[config.mk]
export PLATFORM = sky130hd
export DESIGN_NAME = uart_stat_ctrl
export DESIGN_NICKNAME = d
export VERILOG_FILES = /design/src/rtl/uart_stat_pkg.sv /design/src/rtl/uart_stat_txq.sv /design/src/rtl/uart_stat_rxq.sv /design/src/rtl/uart_stat_irqc.sv /design/src/rtl/uart_stat_ctrl.sv
export SDC_FILE = /design/constraint.sdc
export NUM_CORES = 1
export LEC_CHECK = 0
export BUFFER_PORTS_ARGS = -buffer_cell sky130_fd_sc_hd__buf_2
export CAP_MARGIN = 10
export CORE_MARGIN = 4
export CORE_UTILIZATION = 35
export DETAILED_ROUTE_END_ITERATION = 10
export SETUP_SLACK_MARGIN = 0.02
export SLEW_MARGIN = 30
export SYNTH_ARGS = -nofsm -noshare
export SYNTH_HDL_FRONTEND = slang
export SYNTH_SLANG_ARGS = --single-unit
[constraint.sdc]
create_clock -name clk -period 1.4 [get_ports clk]
set_input_delay 0.21 -clock clk [delete_from_list [all_inputs] [get_ports clk]]
set_output_delay 0.21 -clock clk [all_outputs]
set_load 0.005 [all_outputs]
[src/rtl/uart_stat_pkg.sv]
package uart_stat_pkg;

   localparam int unsigned BIT_TBE  = 0;
   localparam int unsigned BIT_TSBE = 1;
   localparam int unsigned BIT_RBF  = 2;
   localparam int unsigned BIT_PAR  = 3;
   localparam int unsigned BIT_FRM  = 4;
   localparam int unsigned BIT_OVR  = 5;
   localparam int unsigned BIT_SUM  = 6;
   localparam int unsigned STAT_W   = 7;

   localparam int unsigned CB_TXEN  = 0;
   localparam int unsigned CB_RXEN  = 1;
   localparam int unsigned CB_TXCLR = 2;

   localparam int unsigned RA_CTRL  = 0;
   localparam int unsigned RA_STAT  = 1;
   localparam int unsigned RA_ERR   = 2;
   localparam int unsigned RA_MASK  = 3;
   localparam int unsigned RA_TXD   = 4;
   localparam int unsigned RA_RXD   = 5;

   localparam int unsigned IRQ_SRCS = 4;

   typedef struct packed {
      logic sum;
      logic ovr;
      logic frm;
      logic par;
      logic rbf;
      logic tsbe;
      logic tbe;
   } stat_t;

endpackage

[src/rtl/uart_stat_txq.sv]
module uart_stat_txq #(
   parameter int unsigned DATA_W = 8
) (
   input  logic              clk,
   input  logic              rst_n,
   input  logic              wr_txd,
   input  logic [DATA_W-1:0] wdata,
   input  logic              hold_clr,
   input  logic              tx_en,
   input  logic              tx_load,
   input  logic              tx_done,
   output logic              tbe,
   output logic              tsbe,
   output logic [DATA_W-1:0] hold,
   output logic              tx_req
);

   logic take;

   assign tx_req = ~tbe & tx_en;
   assign take   = tx_load & tx_req;

   always_ff @(posedge clk or negedge rst_n) begin
      if (!rst_n) begin
         tbe  <= 1'b1;
         hold <= '0;
      end else if (hold_clr) begin
         tbe  <= 1'b1;
      end else if (wr_txd) begin
         tbe  <= 1'b0;
         hold <= wdata;
      end else if (take) begin
         tbe  <= 1'b1;
      end
   end

   always_ff @(posedge clk or negedge rst_n) begin
      if (!rst_n)       tsbe <= 1'b1;
      else if (take)    tsbe <= 1'b0;
      else if (tx_done) tsbe <= 1'b1;
   end

endmodule

[src/rtl/uart_stat_rxq.sv]
module uart_stat_rxq #(
   parameter int unsigned DATA_W = 8
) (
   input  logic              clk,
   input  logic              rst_n,
   input  logic              rx_strobe,
   input  logic [DATA_W-1:0] rx_byte,
   input  logic              rx_par_err,
   input  logic              rx_frm_err,
   input  logic              rx_en,
   input  logic              rd_rxd,
   input  logic              err_clr,
   output logic              rbf,
   output logic              par,
   output logic              frm,
   output logic              ovr,
   output logic [DATA_W-1:0] hold
);

   logic accept, busy, store, drop;

   assign accept = rx_strobe & rx_en;
   assign busy   = rbf & ~rd_rxd;
   assign store  = accept & ~busy;
   assign drop   = accept & busy;

   always_ff @(posedge clk or negedge rst_n) begin
      if (!rst_n) begin
         rbf  <= 1'b0;
         hold <= '0;
      end else if (store) begin
         rbf  <= 1'b1;
         hold <= rx_byte;
      end else if (rd_rxd) begin
         rbf  <= 1'b0;
      end
   end

   always_ff @(posedge clk or negedge rst_n) begin
      if (!rst_n) begin
         par <= 1'b0;
         frm <= 1'b0;
      end else if (store) begin
         par <= rx_par_err;
         frm <= rx_frm_err;
      end else if (rd_rxd || err_clr) begin
         par <= 1'b0;
         frm <= 1'b0;
      end
   end

   always_ff @(posedge clk or negedge rst_n) begin
      if (!rst_n)                 ovr <= 1'b0;
      else if (drop)              ovr <= 1'b1;
      else if (rd_rxd || err_clr) ovr <= 1'b0;
   end

endmodule

[src/rtl/uart_stat_irqc.sv]
module uart_stat_irqc #(
   parameter int unsigned NSRC       = 4,
   parameter bit          REGISTERED = 1'b0
) (
   input  logic            clk,
   input  logic            rst_n,
   input  logic [NSRC-1:0] flags,
   input  logic [NSRC-1:0] mask,
   output logic            irq
);

   logic [NSRC-1:0] hit;
   logic            any;

   for (genvar i = 0; i < NSRC; i++) begin : g_src
      assign hit[i] = flags[i] & mask[i];
   end

   assign any = |hit;

   if (REGISTERED) begin : g_reg
      logic irq_q;
      always_ff @(posedge clk or negedge rst_n) begin
         if (!rst_n) irq_q <= 1'b0;
         else        irq_q <= any;
      end
      assign irq = irq_q;
   end else begin : g_comb
      assign irq = any;
   end

endmodule

[src/rtl/uart_stat_ctrl.sv]
module uart_stat_ctrl
   import uart_stat_pkg::*;
#(
   parameter int unsigned DATA_W         = 8,
   parameter int unsigned REG_W          = 16,
   parameter int unsigned ADDR_W         = 4,
   parameter bit          IRQ_REGISTERED = 1'b0
) (
   input  logic              clk,
   input  logic              rst_n,
   input  logic              reg_wr,
   input  logic              reg_rd,
   input  logic [ADDR_W-1:0] reg_addr,
   input  logic [REG_W-1:0]  reg_wdata,
   output logic [REG_W-1:0]  reg_rdata,
   output logic [DATA_W-1:0] tx_data,
   output logic              tx_req,
   input  logic              tx_load,
   input  logic              tx_done,
   input  logic              rx_strobe,
   input  logic [DATA_W-1:0] rx_byte,
   input  logic              rx_par_err,
   input  logic              rx_frm_err,
   output logic              tx_en,
   output logic              rx_en,
   output logic              irq
);

   localparam int unsigned PAD_W = REG_W - STAT_W;

   if (DATA_W > REG_W) begin : g_chk_data
      $error("DATA_W must not exceed REG_W");
   end
   if (REG_W < STAT_W) begin : g_chk_reg
      $error("REG_W too narrow for the status layout");
   end
   if (ADDR_W < 3) begin : g_chk_addr
      $error("ADDR_W must reach six registers");
   end

   logic sel_ctrl, sel_stat, sel_err, sel_mask, sel_txd, sel_rxd;
   assign sel_ctrl = reg_addr == ADDR_W'(RA_CTRL);
   assign sel_stat = reg_addr == ADDR_W'(RA_STAT);
   assign sel_err  = reg_addr == ADDR_W'(RA_ERR);
   assign sel_mask = reg_addr == ADDR_W'(RA_MASK);
   assign sel_txd  = reg_addr == ADDR_W'(RA_TXD);
   assign sel_rxd  = reg_addr == ADDR_W'(RA_RXD);

   logic wr_ctrl, wr_err0, wr_mask, wr_txd, rd_rxd, hold_clr;
   assign wr_ctrl  = reg_wr & sel_ctrl;
   assign wr_err0  = reg_wr & sel_err & (reg_wdata == '0);
   assign wr_mask  = reg_wr & sel_mask;
   assign wr_txd   = reg_wr & sel_txd;
   assign rd_rxd   = reg_rd & sel_rxd;
   assign hold_clr = wr_ctrl & reg_wdata[CB_TXCLR];

   logic tx_en_q, rx_en_q;
   always_ff @(posedge clk or negedge rst_n) begin
      if (!rst_n) begin
         tx_en_q <= 1'b0;
         rx_en_q <= 1'b0;
      end else if (wr_ctrl) begin
         tx_en_q <= reg_wdata[CB_TXEN];
         rx_en_q <= reg_wdata[CB_RXEN];
      end
   end
   assign tx_en = tx_en_q;
   assign rx_en = rx_en_q;

   logic [IRQ_SRCS-1:0] mask_q;
   always_ff @(posedge clk or negedge rst_n) begin
      if (!rst_n)       mask_q <= '0;
      else if (wr_mask) mask_q <= {reg_wdata[BIT_SUM], reg_wdata[BIT_RBF],
                                   reg_wdata[BIT_TSBE], reg_wdata[BIT_TBE]};
   end

   logic              tbe_w, tsbe_w;
   logic [DATA_W-1:0] tx_hold_w;

   uart_stat_txq #(.DATA_W(DATA_W)) u_txq (
      .clk      (clk),
      .rst_n    (rst_n),
      .wr_txd   (wr_txd),
      .wdata    (reg_wdata[DATA_W-1:0]),
      .hold_clr (hold_clr),
      .tx_en    (tx_en_q),
      .tx_load  (tx_load),
      .tx_done  (tx_done),
      .tbe      (tbe_w),
      .tsbe     (tsbe_w),
      .hold     (tx_hold_w),
      .tx_req   (tx_req)
   );
   assign tx_data = tx_hold_w;

   logic              rbf_w, par_w, frm_w, ovr_w;
   logic [DATA_W-1:0] rx_hold_w;

   uart_stat_rxq #(.DATA_W(DATA_W)) u_rxq (
      .clk        (clk),
      .rst_n      (rst_n),
      .rx_strobe  (rx_strobe),
      .rx_byte    (rx_byte),
      .rx_par_err (rx_par_err),
      .rx_frm_err (rx_frm_err),
      .rx_en      (rx_en_q),
      .rd_rxd     (rd_rxd),
      .err_clr    (wr_err0),
      .rbf        (rbf_w),
      .par        (par_w),
      .frm        (frm_w),
      .ovr        (ovr_w),
      .hold       (rx_hold_w)
   );

   stat_t stat_w;
   always_comb begin
      stat_w.tbe  = tbe_w;
      stat_w.tsbe = tsbe_w;
      stat_w.rbf  = rbf_w;
      stat_w.par  = par_w;
      stat_w.frm  = frm_w;
      stat_w.ovr  = ovr_w;
      stat_w.sum  = par_w | frm_w | ovr_w;
   end

   uart_stat_irqc #(.NSRC(IRQ_SRCS), .REGISTERED(IRQ_REGISTERED)) u_irqc (
      .clk   (clk),
      .rst_n (rst_n),
      .flags ({stat_w.sum, stat_w.rbf, stat_w.tsbe, stat_w.tbe}),
      .mask  (mask_q),
      .irq   (irq)
   );

   logic [STAT_W-1:0] stat_bits, err_bits, mask_bits;
   assign stat_bits = stat_w;
   assign err_bits  = stat_bits & STAT_W'(7'h78);
   always_comb begin
      mask_bits           = '0;
      mask_bits[BIT_TBE]  = mask_q[0];
      mask_bits[BIT_TSBE] = mask_q[1];
      mask_bits[BIT_RBF]  = mask_q[2];
      mask_bits[BIT_SUM]  = mask_q[3];
   end

   always_comb begin
      reg_rdata = '0;
      if (sel_ctrl) begin
         reg_rdata[CB_TXEN] = tx_en_q;
         reg_rdata[CB_RXEN] = rx_en_q;
      end else if (sel_stat) begin
         reg_rdata = {{PAD_W{1'b0}}, stat_bits};
      end else if (sel_err) begin
         reg_rdata = {{PAD_W{1'b0}}, err_bits};
      end else if (sel_mask) begin
         reg_rdata = {{PAD_W{1'b0}}, mask_bits};
      end else if (sel_rxd) begin
         reg_rdata[DATA_W-1:0] = rx_hold_w;
      end
   end

endmodule

* Yosys cells after proc, flatten, opt, wreduce, memory -nomap -nowiden
Index checks and enable logic that the tools add are counted.
** Cells by class
- Eq/ne operators :: 5
- Bitwise operators :: 23
- Reduce and logical (&&, ||, !) cells :: 10
- Mux-type cells :: 17
** Operators by type and width (count)
- $mux W8 :: 4
- $and A1 B1 Y1 :: 17
- $logic_not A16 Y1 :: 1
- $mux W14 :: 1
- $mux W1 :: 11
- $eq A4 B2 Y1 const B :: 2
- $eq A4 B3 Y1 const B :: 2
- $reduce_bool A2 Y1 :: 4
- $eq A4 B1 Y1 const B :: 1
- $logic_not A4 Y1 :: 1
- $not A1 Y1 :: 4
- $reduce_or A4 Y1 :: 1
- $reduce_bool A3 Y1 :: 1
- $mux W2 :: 1
- $or A1 B1 Y1 :: 2
- $reduce_and A2 Y1 :: 1
- $logic_or A1 B1 Y1 :: 1
** Word-level totals
- Register bits after elaboration :: 28
- Word-level logic and storage cells :: 66
- Bits of input ports :: 37

* Logic depth before layout (Yosys ltp)
Gate-level depths: netlist of run 1.
- Word-level depth :: 7
- Mapped depth :: 6

* Cells and area by module
From an unflattened synthesis of run 1, not the netlist that was laid out.
** Second synthesis, totals
- Cells, all modules :: 138
- Area total of the unflattened synthesis :: 1600.3 um2
** By module, submodules not included
- uart_stat_ctrl :: times used 1, sequential area each 150.1 um2, area an instance 679.4 um2, cells each 78
- uart_stat_rxq :: times used 1, sequential area each 300.3 um2, area an instance 476.7 um2, cells each 32
- uart_stat_txq :: times used 1, sequential area each 252.7 um2, area an instance 425.4 um2, cells each 25
- uart_stat_irqc :: times used 1, sequential area each 0.0 um2, area an instance 18.8 um2, cells each 3

* Worst setup path before layout of run 1
No wires, ideal clock.
- Path type :: input to register
- Start point :: input port reg_addr[2]
- End point :: register u_rxq.hold[0]
- Stages on the path :: 5
- Data arrival time :: 1.263 ns
- Slack :: 0.013 ns
- Data required time :: 1.275 ns
- Cell sequence :: buf_4 > nor2b_4 > nand3_2 > a21oi_4 > mux2_2
** Between the ends
- Word-level cells in the longest chain between the ends :: 6
** Ends and longest elaborated chain
- start: declaration :: RTL line uart_stat_ctrl.sv:13 : input logic [ADDR_W-1:0] reg_addr,
- $eq A4 B3 Y1 :: RTL line uart_stat_ctrl.sv:47 : assign sel_rxd = reg_addr == ADDR_W'(RA_RXD);
- $and A1 B1 Y1 :: RTL line uart_stat_ctrl.sv:54 : assign rd_rxd = reg_rd & sel_rxd;
- $not A1 Y1 :: RTL line uart_stat_rxq.sv:23 : assign busy = rbf & ~rd_rxd;
- $and A1 B1 Y1 :: RTL line uart_stat_rxq.sv:23
- $not A1 Y1 :: RTL line uart_stat_rxq.sv:24 : assign store = accept & ~busy;
- $and A1 B1 Y1 :: RTL line uart_stat_rxq.sv:24
- end signal: assignment :: RTL line uart_stat_rxq.sv:33 : hold <= rx_byte;
- end: declaration :: RTL line uart_stat_rxq.sv:17 : output logic [DATA_W-1:0] hold
Every way passes these cells.
A chain may end at the register's enable or synchronous reset.

* Final worst setup path of run 1
- Start point :: register u_rxq.rbf
- End point :: output port irq
** Between the ends
- Word-level cells in the longest chain between the ends :: 2
** Ends and longest elaborated chain
- start: declaration :: RTL line uart_stat_rxq.sv:13 : output logic rbf,
- start signal: assignment :: RTL line uart_stat_rxq.sv:29 : rbf <= 1'b0;
- start signal: assignment :: RTL line uart_stat_rxq.sv:32 : rbf <= 1'b1;
- start signal: assignment :: RTL line uart_stat_rxq.sv:35 : rbf <= 1'b0;
- $and A1 B1 Y1 :: RTL line uart_stat_irqc.sv:16 : assign hit[i] = flags[i] & mask[i];
- $reduce_or A4 Y1 :: RTL line uart_stat_irqc.sv:19 : assign any = |hit;
- end: declaration :: RTL line uart_stat_ctrl.sv:26 : output logic irq
Every way passes these cells.

==> results of run 1 <==
logic make-up (layout without fill, tap and decap cells):
family | after synthesis | count (layout) | synth area share
mux | 28 | 28 | 0.198
buf+inv | 16 | 93 | 0.0627
flops | 28 | 28 | 0.452
other cells | 1 | 8 | 0.00241
compound gates | 25 | 25 | 0.107
xor+xnor | 1 | 1 | 0.00563
simple gates | 45 | 45 | 0.173
worst max path at each step:
stage,start,end,slack (ps),depth (start not counted)
3_5_place_dp,reg_addr[0],u_rxq.par$_DFFE_PN0P_,-40,5
3_3_place_gp,reg_addr[1],reg_rdata[5],-30,7
4_1_cts,u_rxq.rbf$_DFFE_PN0P_,irq,-190,3
2_1_floorplan,reg_addr[2],u_rxq.hold[0]$_DFFE_PN0P_,40,5
5_1_grt,u_rxq.rbf$_DFFE_PN0P_,irq,-260,3
6_report,u_rxq.rbf$_DFFE_PN0P_,irq,-260,3
final cells by class:
type / count / area (µm²) / area share
multi-input combinational: 107 / 811 / 0.368
inverter: 3 / 11.3 / 0.00510
clock inverter: 1 / 30.0 / 0.0136
sequential: 28 / 706 / 0.320
timing repair buffer: 86 / 544 / 0.247
tap: 50 / 62.6 / 0.0284
clock buffer: 3 / 41.3 / 0.0187
through the flow:
step | power, mW | hold WS [ps]
after CTS | 2.61 | 62.9
after floorplan | 1.59 | -85.6
final | 2.63 | 71.7
after global placement | 1.90 | 139
after global routing | 2.80 | 87.3
after detailed placement | 1.91 | 145
power groups by stage:
stage,combinational [mW],clock [mW],sequential [mW]
after floorplan,0.412,0,1.18
after global placement,0.680,0,1.22
after detailed placement,0.688,0,1.22
after CTS,0.743,0.661,1.21
after global routing,0.878,0.689,1.24
final,0.784,0.639,1.21
Yosys cell counts (4+ instances only):
cell type | number | area, µm²
dfrtp_1 | 26 | 651
o21ai_0 | 6 | 30.0
a21oi_1 | 10 | 50.1
nor3_1 | 4 | 20.0
nor2_1 | 12 | 45.0
mux2i_1 | 6 | 60.1
mux2_2 | 22 | 248
buf_4 | 9 | 67.6
layer usage:
metal | vias up | GRT usage | wire length, µm
met2 | 51 | 0.262 | 1920
met5 | - | 0 | 0
li1 | 683 | - | -
met1 | 675 | 0.194 | 1770
met4 | 0 | 0.0178 | 8
met3 | 2 | 0.0387 | 336
timing repair:
| item | 4_1_cts | 5_1_grt |
|---|---|---|
| pin swaps | 3 | 1 |
| buffers inserted | 6 | 3 |
| hold buffers | 1 | 0 |
| endpoints found under the setup margin | 8 | 12 |
| endpoints found under the hold margin | 11 | 0 |
| gates resized for setup | 11 | 6 |
flip-flops by register name (all words and copies together) (netlist names):
| signal | cells |
|---|---|
| u_rxq.rbf | 1 |
| rx_en | 1 |
| u_rxq.frm | 1 |
| u_txq.hold | 8 |
| u_rxq.ovr | 1 |
| tx_en | 1 |
| u_txq.tsbe | 1 |
| u_rxq.par | 1 |
| u_rxq.hold | 8 |
| u_txq.tbe | 1 |
| mask_q | 4 |
==> flow_summary.yaml, run 1 <==
run_status:
  status: "finished with violations"
  violations: "setup timing"
min_path:
  holdPathStages: 2
  min_from: "tx_load"
  min-delay-path-class: "in2reg"
  hold_end: "u_txq.tsbe$_DFFE_PN1P_"
timing:
  finalSetupTns_ps: -690
  fin_worst_skew_ps: 1.37
  fmax_ghz: 0.603
  hold_viol: 0
  min_period_ps: 1660
  finalSetupViolCount: 7
  worst_slack_ps: -258
  min_period_over_period: 1.18
  drv_slew: 0
  grt_setup_unrepaired: "yes"
global_routing:
  grt_pass1_vias: 1396
  grt_overflow_total: 0
  grt_max_degree: 17
  antenna_found_initial: 0
  grt_usage: 0.150
  grt_pass1_wl_um: 6440
clocking:
  cts.sinks: 28
  clock_latency_ps: 270
  cts_buffer_depth: 2
  cts_root_buffer: "clkbuf_8"
  cts_tree: "done"
  cts_buffers: 3
  h-tree-depth: 1
  clk_pin_slew_ps: 90
drt:
  dr.pass1.iters: 4
  drcViolationCount: 0
  totalWireLength_um: 4040
  vias: 1411
  vias_per_cell: 5.08
  routedWlPerCell_um: 14.5
  antenna_left: 0
  detail_route.iter0.violations: 79
setup_path:
  cp_max_fo: 3
  reg2reg_depth: 4
  r2r-start: "u_rxq.rbf$_DFFE_PN0P_"
  critPathSlowestCell: "dfrtp_2"
  crit_buf_inv: 1
  cp_cell_sequence: "a222oi_1 > o21ai_1 > buf_2"
  required_ps: 1190
  start_kind: "flip-flop"
  worstPathArrival_ps: 1450
  crit_path_end_kind: "output port"
  crit_type: "reg2out"
  path_delay_family: "compound AO/OA/AOI/OAI gates"
  reg2reg_slack_ps: 60
  critPathMaxStageDelay_ps: 450
  r2r-end: "u_rxq.hold[4]$_DFFE_PN0P_"
layout:
  final_util: 0.532
  area_growth_syn_to_layout_pct: 41.7
  final_common_cell: "buf_2"
  diodes: 0
  final_cell_mix: "56 x buf_2, 24 x dfrtp_1, 24 x buf_4"
  fin_nets: 266
  drive_gt1_frac: 0.557
  fin_cells: 278
  stdcell_area_um2: 2210
  fillers: 392
power_and_ir_drop:
  p_sw_frac: 0.276
  p_int_mw: 1.91
  clkPwrFrac: 0.243
  ir_worst_vdd_v: 0.000868
  pwr-share-seq: 0.459
  p_per_area_nw_per_um2: 1190
  pwr-share-comb: 0.298
  switching_power_uw: 727
  p_leak_nw: 1.06
synth:
  async_flop_share: 1.00
  ys_seq_area_frac: 0.452
  avgSynthCellArea_um2: 10.8
  synthCells: 144
  synth_seq_cells: 28
  synth_cell_type_count: 36
  synth_area_um2: 1560
  synth_edf_count: 0
  yosys_warnings: 0
  synth_ff_type: "dfrtp_1"
place:
  post_dp_cell_area_um2: 2010
  dp_hpwl_um: 3080
  portBuffers: 56
  dp_worst_setup_slack_ps: -41.6
  dp.cells: 264
  gp_routability_congestion: 0.862
die:
  die_w_um: 74.7
  row_count: 23
  dieArea_um2: 5580
  start_util: 0.376
  io-pin-count: 65
  core_um2: 4140
  die_h_um: 74.7
job:
  cap_violations: 0
Power figures use the tool's default switching activity.
==> run 2, diff against run 1 <==
Settings changed: SYNTH_HIERARCHICAL set to 1.
==> run 2 against run 1 <==
  * The run still ends with setup timing left
  * Wire length grew 9.3%
  * Synthesized cell count shrank 4.2%
  * Clock skew grew 11 ps
  * First-iteration DRC count shrank 30%
  * Clock power is essentially flat
  * Register-to-register slack lost 40 ps
  * Flip-flop and latch count is the same
  * Via count shrank 5.2%
  * Sequential share of layout area shrank 1.8 points
  * Core utilization is essentially flat
  * Critical endpoint is now reg_rdata[0]
  * Largest power group unchanged
==> flow_summary.yaml, run 2 <==
global_routing:
  grt_overflow_total: 0
  grt_pass1_wl_um: 6750
  grt_pass1_vias: 1355
  antenna_found_initial: 0
  grt_max_degree: 29
  grt_usage: 0.159
synth:
  synthXorXnorAreaFrac: 0
  avgSynthCellArea_um2: 11.6
  synth_compound_area_frac: 0.0907
  synthTopCellsByArea: "dfrtp_1 41%, mux2_4 11%, mux2_2 9.1%"
  synth_most_common_cell: "dfrtp_1"
  ys_seq_area_frac: 0.439
  yosys_warnings: 6
  async_flop_share: 1.00
  synth_top_family_by_area: "multiplexers"
  yosysTopAreaCell: "dfrtp_1"
  synth_top_area_frac: 0.407
  synth_area_um2: 1600
  synth_edf_count: 0
  synth_seq_cells: 28
  synth_adder_area_share: 0
  synth_cell_type_count: 36
  synthMuxAreaShare: 0.223
  synth_ff_type: "dfrtp_1"
  synthCells: 138
  synth_common_cells: "26 x dfrtp_1, 13 x mux2_2, 12 x mux2_4, 12 x nand2_1, 9 x buf_4"
  yosys.area_share.simple: 0.159
power_and_ir_drop:
  ir_worst_vdd_v: 0.000739
  p_per_area_nw_per_um2: 1270
  power.total_mw: 2.95
  p_leak_nw: 1.14
setup_path:
  start_kind: "flip-flop"
  crit_type: "reg2out"
  crit_path_end_kind: "output port"
  critPathSlowestCell: "dfstp_2"
  required_ps: 1190
  cp_cell_sequence: "mux2i_1 > or2_1 > a311oi_2 > buf_2"
  cp_max_fo: 2
  crit_buf_inv: 1
  critPathMaxStageDelay_ps: 540
  path_delay_family: "flip-flops"
  worstPathArrival_ps: 1450
layout:
  fin_nets: 261
  seq_area_um2: 704
  final_cell_mix: "54 x buf_2, 27 x buf_4, 25 x dfrtp_1"
  reg_top3: "u_rxq/hold (8), u_txq/hold (8), mask_q (4)"
  area_growth_syn_to_layout_pct: 45.8
  final_common_cell: "buf_2"
  multiInputGateArea_um2: 901
  fillers: 408
  drive_gt1_frac: 0.632
  diodes: 0
clocking:
  cts_buffers: 3
  clock_latency_ps: 280
  cts.sinks: 28
  h-tree-depth: 1
  cts_buffer_depth: 2
  cts_tree: "done"
  clk_pin_slew_ps: 90
  cts_root_buffer: "clkbuf_8"
timing:
  fin_worst_skew_ps: 12.8
  fmax_ghz: 0.602
  hold_slack_ps: 87.5
  grt_setup_unrepaired: "yes"
  min_period_ps: 1660
  finalSetupViolCount: 7
  worstMarginPinSlew_ps: 657
  worst_slack_ps: -262
  hold_viol: 0
  slew-limit-headroom: 0.562
  min_period_over_period: 1.19
  drv_slew: 0
place:
  portBuffers: 56
  gp_routability_congestion: 0.800
  dp_hpwl_um: 3330
min_path:
  min-delay-path-class: "in2reg"
run_status:
  status: "finished with violations"
  violations: "setup timing"
die:
  dieArea_um2: 5720
  die_w_um: 75.6
  io-pin-count: 65
  die_h_um: 75.6
  start_util: 0.365
  core_um2: 4380
  row_count: 24
drt:
  routedWlPerCell_um: 16.1
  vias: 1338
  totalWireLength_um: 4410
  antenna_left: 0
  dr.pass1.iters: 4
  vias_per_cell: 4.87
  detail_route.iter0.violations: 55
  drcViolationCount: 0
job:
  cap_violations: 0
[run 2: cell count changes after synthesis, moves of 5 or more]
cell     previous run  this run
nand2_1             3        12
mux2_2             22        13
mux2_4              0        12
nor2_1             12         5
o21ai_0             6         1
[run 2: cells by family after synthesis]
logic type	count (synthesis)
simple gates	43
mux	28
flops	28
compound gates	19
buf+inv	19
other cells	1
[run 2: per-stage QoR]
step | setup slack [ps] | instance area (µm²) | utilization | TNS [ps] | instances
3_3_place_gp | -313 | 2100 | 0.479 | -4440 | 267
5_1_grt | -377 | 2330 | 0.532 | -1850 | 275
6_report | -262 | 2330 | 0.532 | -1210 | 275
3_5_place_dp | -278 | 2100 | 0.479 | -4640 | 267
2_1_floorplan | -231 | 1680 | - | -2320 | 145
4_1_cts | -294 | 2240 | 0.510 | -1240 | 274
[run 2: what timing repair did]
item | 4_1_cts | 5_1_grt
cloned | 0 | 1
gates resized for setup | 10 | 19
buffers inserted | 3 | 1
setup endpoints to repair | 8 | 19
hold buffers | 1 | 0
endpoints found under the hold margin | 26 | 0
pin swaps | 8 | 3
[run 2: worst register-to-register path, cell delays in order, from the launching register on]
cell and delay [ps]:
dfrtp_2 450, buf_6 140, a21oi_4 200, clkbuf_16 190, mux2_4 290
[run 2: where the power goes]
part           internal [mW]  switching, mW
registers               1.07          0.181
logic                  0.681          0.380
clock network          0.383          0.256
[run 2: final cells by class]
type	count	share of cell area
Multi-Input combinational cell	98	0.386
Clock inverter	1	0.0129
Inverter	5	0.00804
Timing Repair Buffer	88	0.246
Tap cell	52	0.0279
Clock buffer	3	0.0177
Sequential cell	28	0.302
[run 2: final timing paths]
path                                                 from                         to  slack [ps]  depth (start not counted)
worst max register to register      u_rxq/rbf$_DFFE_PN0P_  u_rxq/hold[0]$_DFFE_PN0P_          20                          4
worst min register to register  u_txq/hold[1]$_DFFE_PN0P_  u_txq/hold[1]$_DFFE_PN0P_         520                          1
worst max-delay path                u_txq/tbe$_DFFE_PN1P_               reg_rdata[0]        -260                          4
max in group asynchronous                           rst_n      u_rxq/rbf$_DFFE_PN0P_         450                          2
min in group asynchronous                           rst_n  u_txq/hold[5]$_DFFE_PN0P_         480                          2
worst min-delay path                              tx_load     u_txq/tsbe$_DFFE_PN1P_          90                          2
[run 2: metal layers]
metal  wire length (µm)  vias to the layer above  track usage
met4                 26                        0       0.0350
met3                187                        4       0.0330
met5                  0                        -            0
met1               1930                      660        0.202
li1                   -                      644            -
met2               2270                       30        0.278
==> run 3, diff against run 2 <==
==> constraint.sdc (replaced) <==
create_clock -name clk -period 1.4 [get_ports clk]
set_input_delay 0.07 -clock clk [delete_from_list [all_inputs] [get_ports clk]]
set_output_delay 0.07 -clock clk [all_outputs]
set_load 0.005 [all_outputs]
==> run 3 against run 2 <==
  * The flow still finishes with violations (setup timing)
  * Total power shrank 4.8%
  * Core utilization shrank 2.9 points
  * Final cell count fell by 1.5%
  * Register-to-register slack improved by 50 ps
  * Sequential power barely moved
  * Global-route usage shrank 0.84 points
  * Clock-buffer cell count stayed put
  * Hold slack worse by 66 ps
  * Critical endpoint is now reg_rdata[1]
  * Largest power group unchanged
==> flow_summary.yaml, run 3 (synthesis gave the netlist of run 2 again) <==
power_and_ir_drop:
  p_per_area_nw_per_um2: 1270
  switching_power_uw: 769
  pwr-share-comb: 0.330
  p_int_mw: 2.04
  p_sw_frac: 0.274
  p_leak_nw: 1.09
  pwr-share-seq: 0.442
  ir_worst_vdd_v: 0.000636
  clkPwrFrac: 0.228
  power.total_mw: 2.81
place:
  gp_routability_congestion: 0.831
  post_dp_cell_area_um2: 2030
  dp_worst_setup_slack_ps: -188
  dp.cells: 258
  dp_hpwl_um: 3180
  portBuffers: 56
global_routing:
  grt_usage: 0.151
  grt_overflow_total: 0
  grt_use_met2: 0.249
  antenna_found_initial: 0
  grt_max_degree: 29
  use_met1: 0.212
  grt_pass1_wl_um: 6470
  grt-busiest-layer: "met2"
  grt_pass1_vias: 1336
  grt_use_met3: 0.0158
job:
  cap_violations: 0
die:
  io-pin-count: 65
  row_count: 24
  core_um2: 4380
  dieArea_um2: 5720
  die_h_um: 75.6
  start_util: 0.365
  die_w_um: 75.6
layout:
  drive_gt1_frac: 0.594
  seq_area_um2: 704
  multiInputGateArea_um2: 840
  fin_nets: 257
  reg_top3: "u_rxq/hold (8), u_txq/hold (8), mask_q (4)"
  fin_cells: 271
  fillers: 422
  area_growth_syn_to_layout_pct: 37.9
  final_cell_mix: "56 x buf_2, 25 x dfrtp_1, 25 x buf_4"
  stdcell_area_um2: 2210
  final_common_cell: "buf_2"
  final_util: 0.503
  diodes: 0
min_path:
  hold_end: "u_rxq/hold[5]$_DFFE_PN0P_"
  holdPathStages: 2
  min-delay-path-class: "in2reg"
  min_from: "rx_byte[5]"
drt:
  vias: 1296
  routedWlPerCell_um: 15.0
  detail_route.iter0.violations: 39
  vias_per_cell: 4.78
  totalWireLength_um: 4080
  antenna_left: 0
  dr.pass1.iters: 4
  drcViolationCount: 0
setup_path:
  critPathMaxStageDelay_ps: 550
  crit_path_end_kind: "output port"
  worstPathArrival_ps: 1450
  r2r-end: "u_rxq/par$_DFFE_PN0P_"
  reg2reg_depth: 4
  critPathSlowestCell: "dfstp_2"
  crit_type: "reg2out"
  reg2reg_slack_ps: 70
  r2r-start: "u_rxq/rbf$_DFFE_PN0P_"
  cp_max_fo: 2
  required_ps: 1330
  cp_cell_sequence: "mux2i_1 > or2_0 > a311oi_1 > buf_2"
  start_kind: "flip-flop"
timing:
  drv_slew: 0
  min_period_over_period: 1.08
  grt_setup_unrepaired: "yes"
  fin_worst_skew_ps: 3.89
  worstMarginPinSlew_ps: 634
  fmax_ghz: 0.658
  worst_slack_ps: -119
  min_period_ps: 1520
  finalSetupViolCount: 4
  slew-limit-headroom: 0.578
  hold_viol: 0
clocking:
  cts_buffer_depth: 2
  clk_pin_slew_ps: 100
  cts_root_buffer: "clkbuf_8"
  clock_latency_ps: 270
  cts_buffers: 3
  h-tree-depth: 1
  cts_tree: "done"
  cts.sinks: 28
run_status:
  violations: "setup timing"
  status: "finished with violations"
-- run 3: per-stage QoR --
step / setup TNS [ps] / hold slack (ps)
floorplan: -873 / -226
global placement: -1600 / 133
detailed placement: -2010 / 132
CTS: -373 / 16.5
global route: -653 / 13.3
finish: -328 / 21.7
-- run 3: how the worst max path moves through the flow --
stage,startpoint,slack [ps],to
after floorplan,reg_addr[1],-90,u_rxq/frm$_DFFE_PN0P_
after global placement,reg_wdata[1],-150,u_rxq/frm$_DFFE_PN0P_
after detailed placement,reg_wdata[1],-190,u_rxq/par$_DFFE_PN0P_
after CTS,u_txq/tsbe$_DFFE_PN1P_,-140,reg_rdata[1]
after global routing,u_txq/tsbe$_DFFE_PN1P_,-250,reg_rdata[1]
final,u_txq/tsbe$_DFFE_PN1P_,-120,reg_rdata[1]
-- run 3: final cells by class --
type	count	area share
Multi-Input combinational cell	98	0.380
Clock buffer	3	0.0187
Inverter	5	0.00850
Timing Repair Buffer	84	0.230
Clock inverter	1	0.0136
Tap cell	52	0.0295
Sequential cell	28	0.319
-- run 3: worst max-delay path, delay by kind of cell, from the launching register on --
family / cells / cell delay [ps]
AOI/OAI and AO/OA: 1 / 210
buffers and inverters: 1 / 150
muxes: 1 / 60
and+or+nand+nor: 1 / 200
DFF: 1 / 550
-- run 3: power groups by stage --
stage          Combinational (mW)  Sequential, mW  Clock [mW]
2_1_floorplan               0.523            1.22           0
3_3_place_gp                0.778            1.26           0
3_5_place_dp                0.797            1.26           0
4_1_cts                     0.906            1.25       0.659
5_1_grt                      1.02            1.27       0.693
6_report                    0.928            1.24       0.640
-- run 3: repair_timing --
| action | CTS | global route |
|---|---|---|
| pin swaps | 7 | 2 |
| setup buffers | 5 | 2 |
| endpoints found under the setup margin | 6 | 6 |
| endpoints found under the hold margin | 27 | 0 |
| gates resized for setup | 7 | 1 |
| cloned | 0 | 0 |
| hold buffers | 2 | 0 |
-- run 3: per-layer routing --
metal / wire length [µm] / part of all wire
met5: 0 / 0
met4: 35 / 0.0086
met3: 152 / 0.037
met2: 2010 / 0.49
met1: 1880 / 0.46
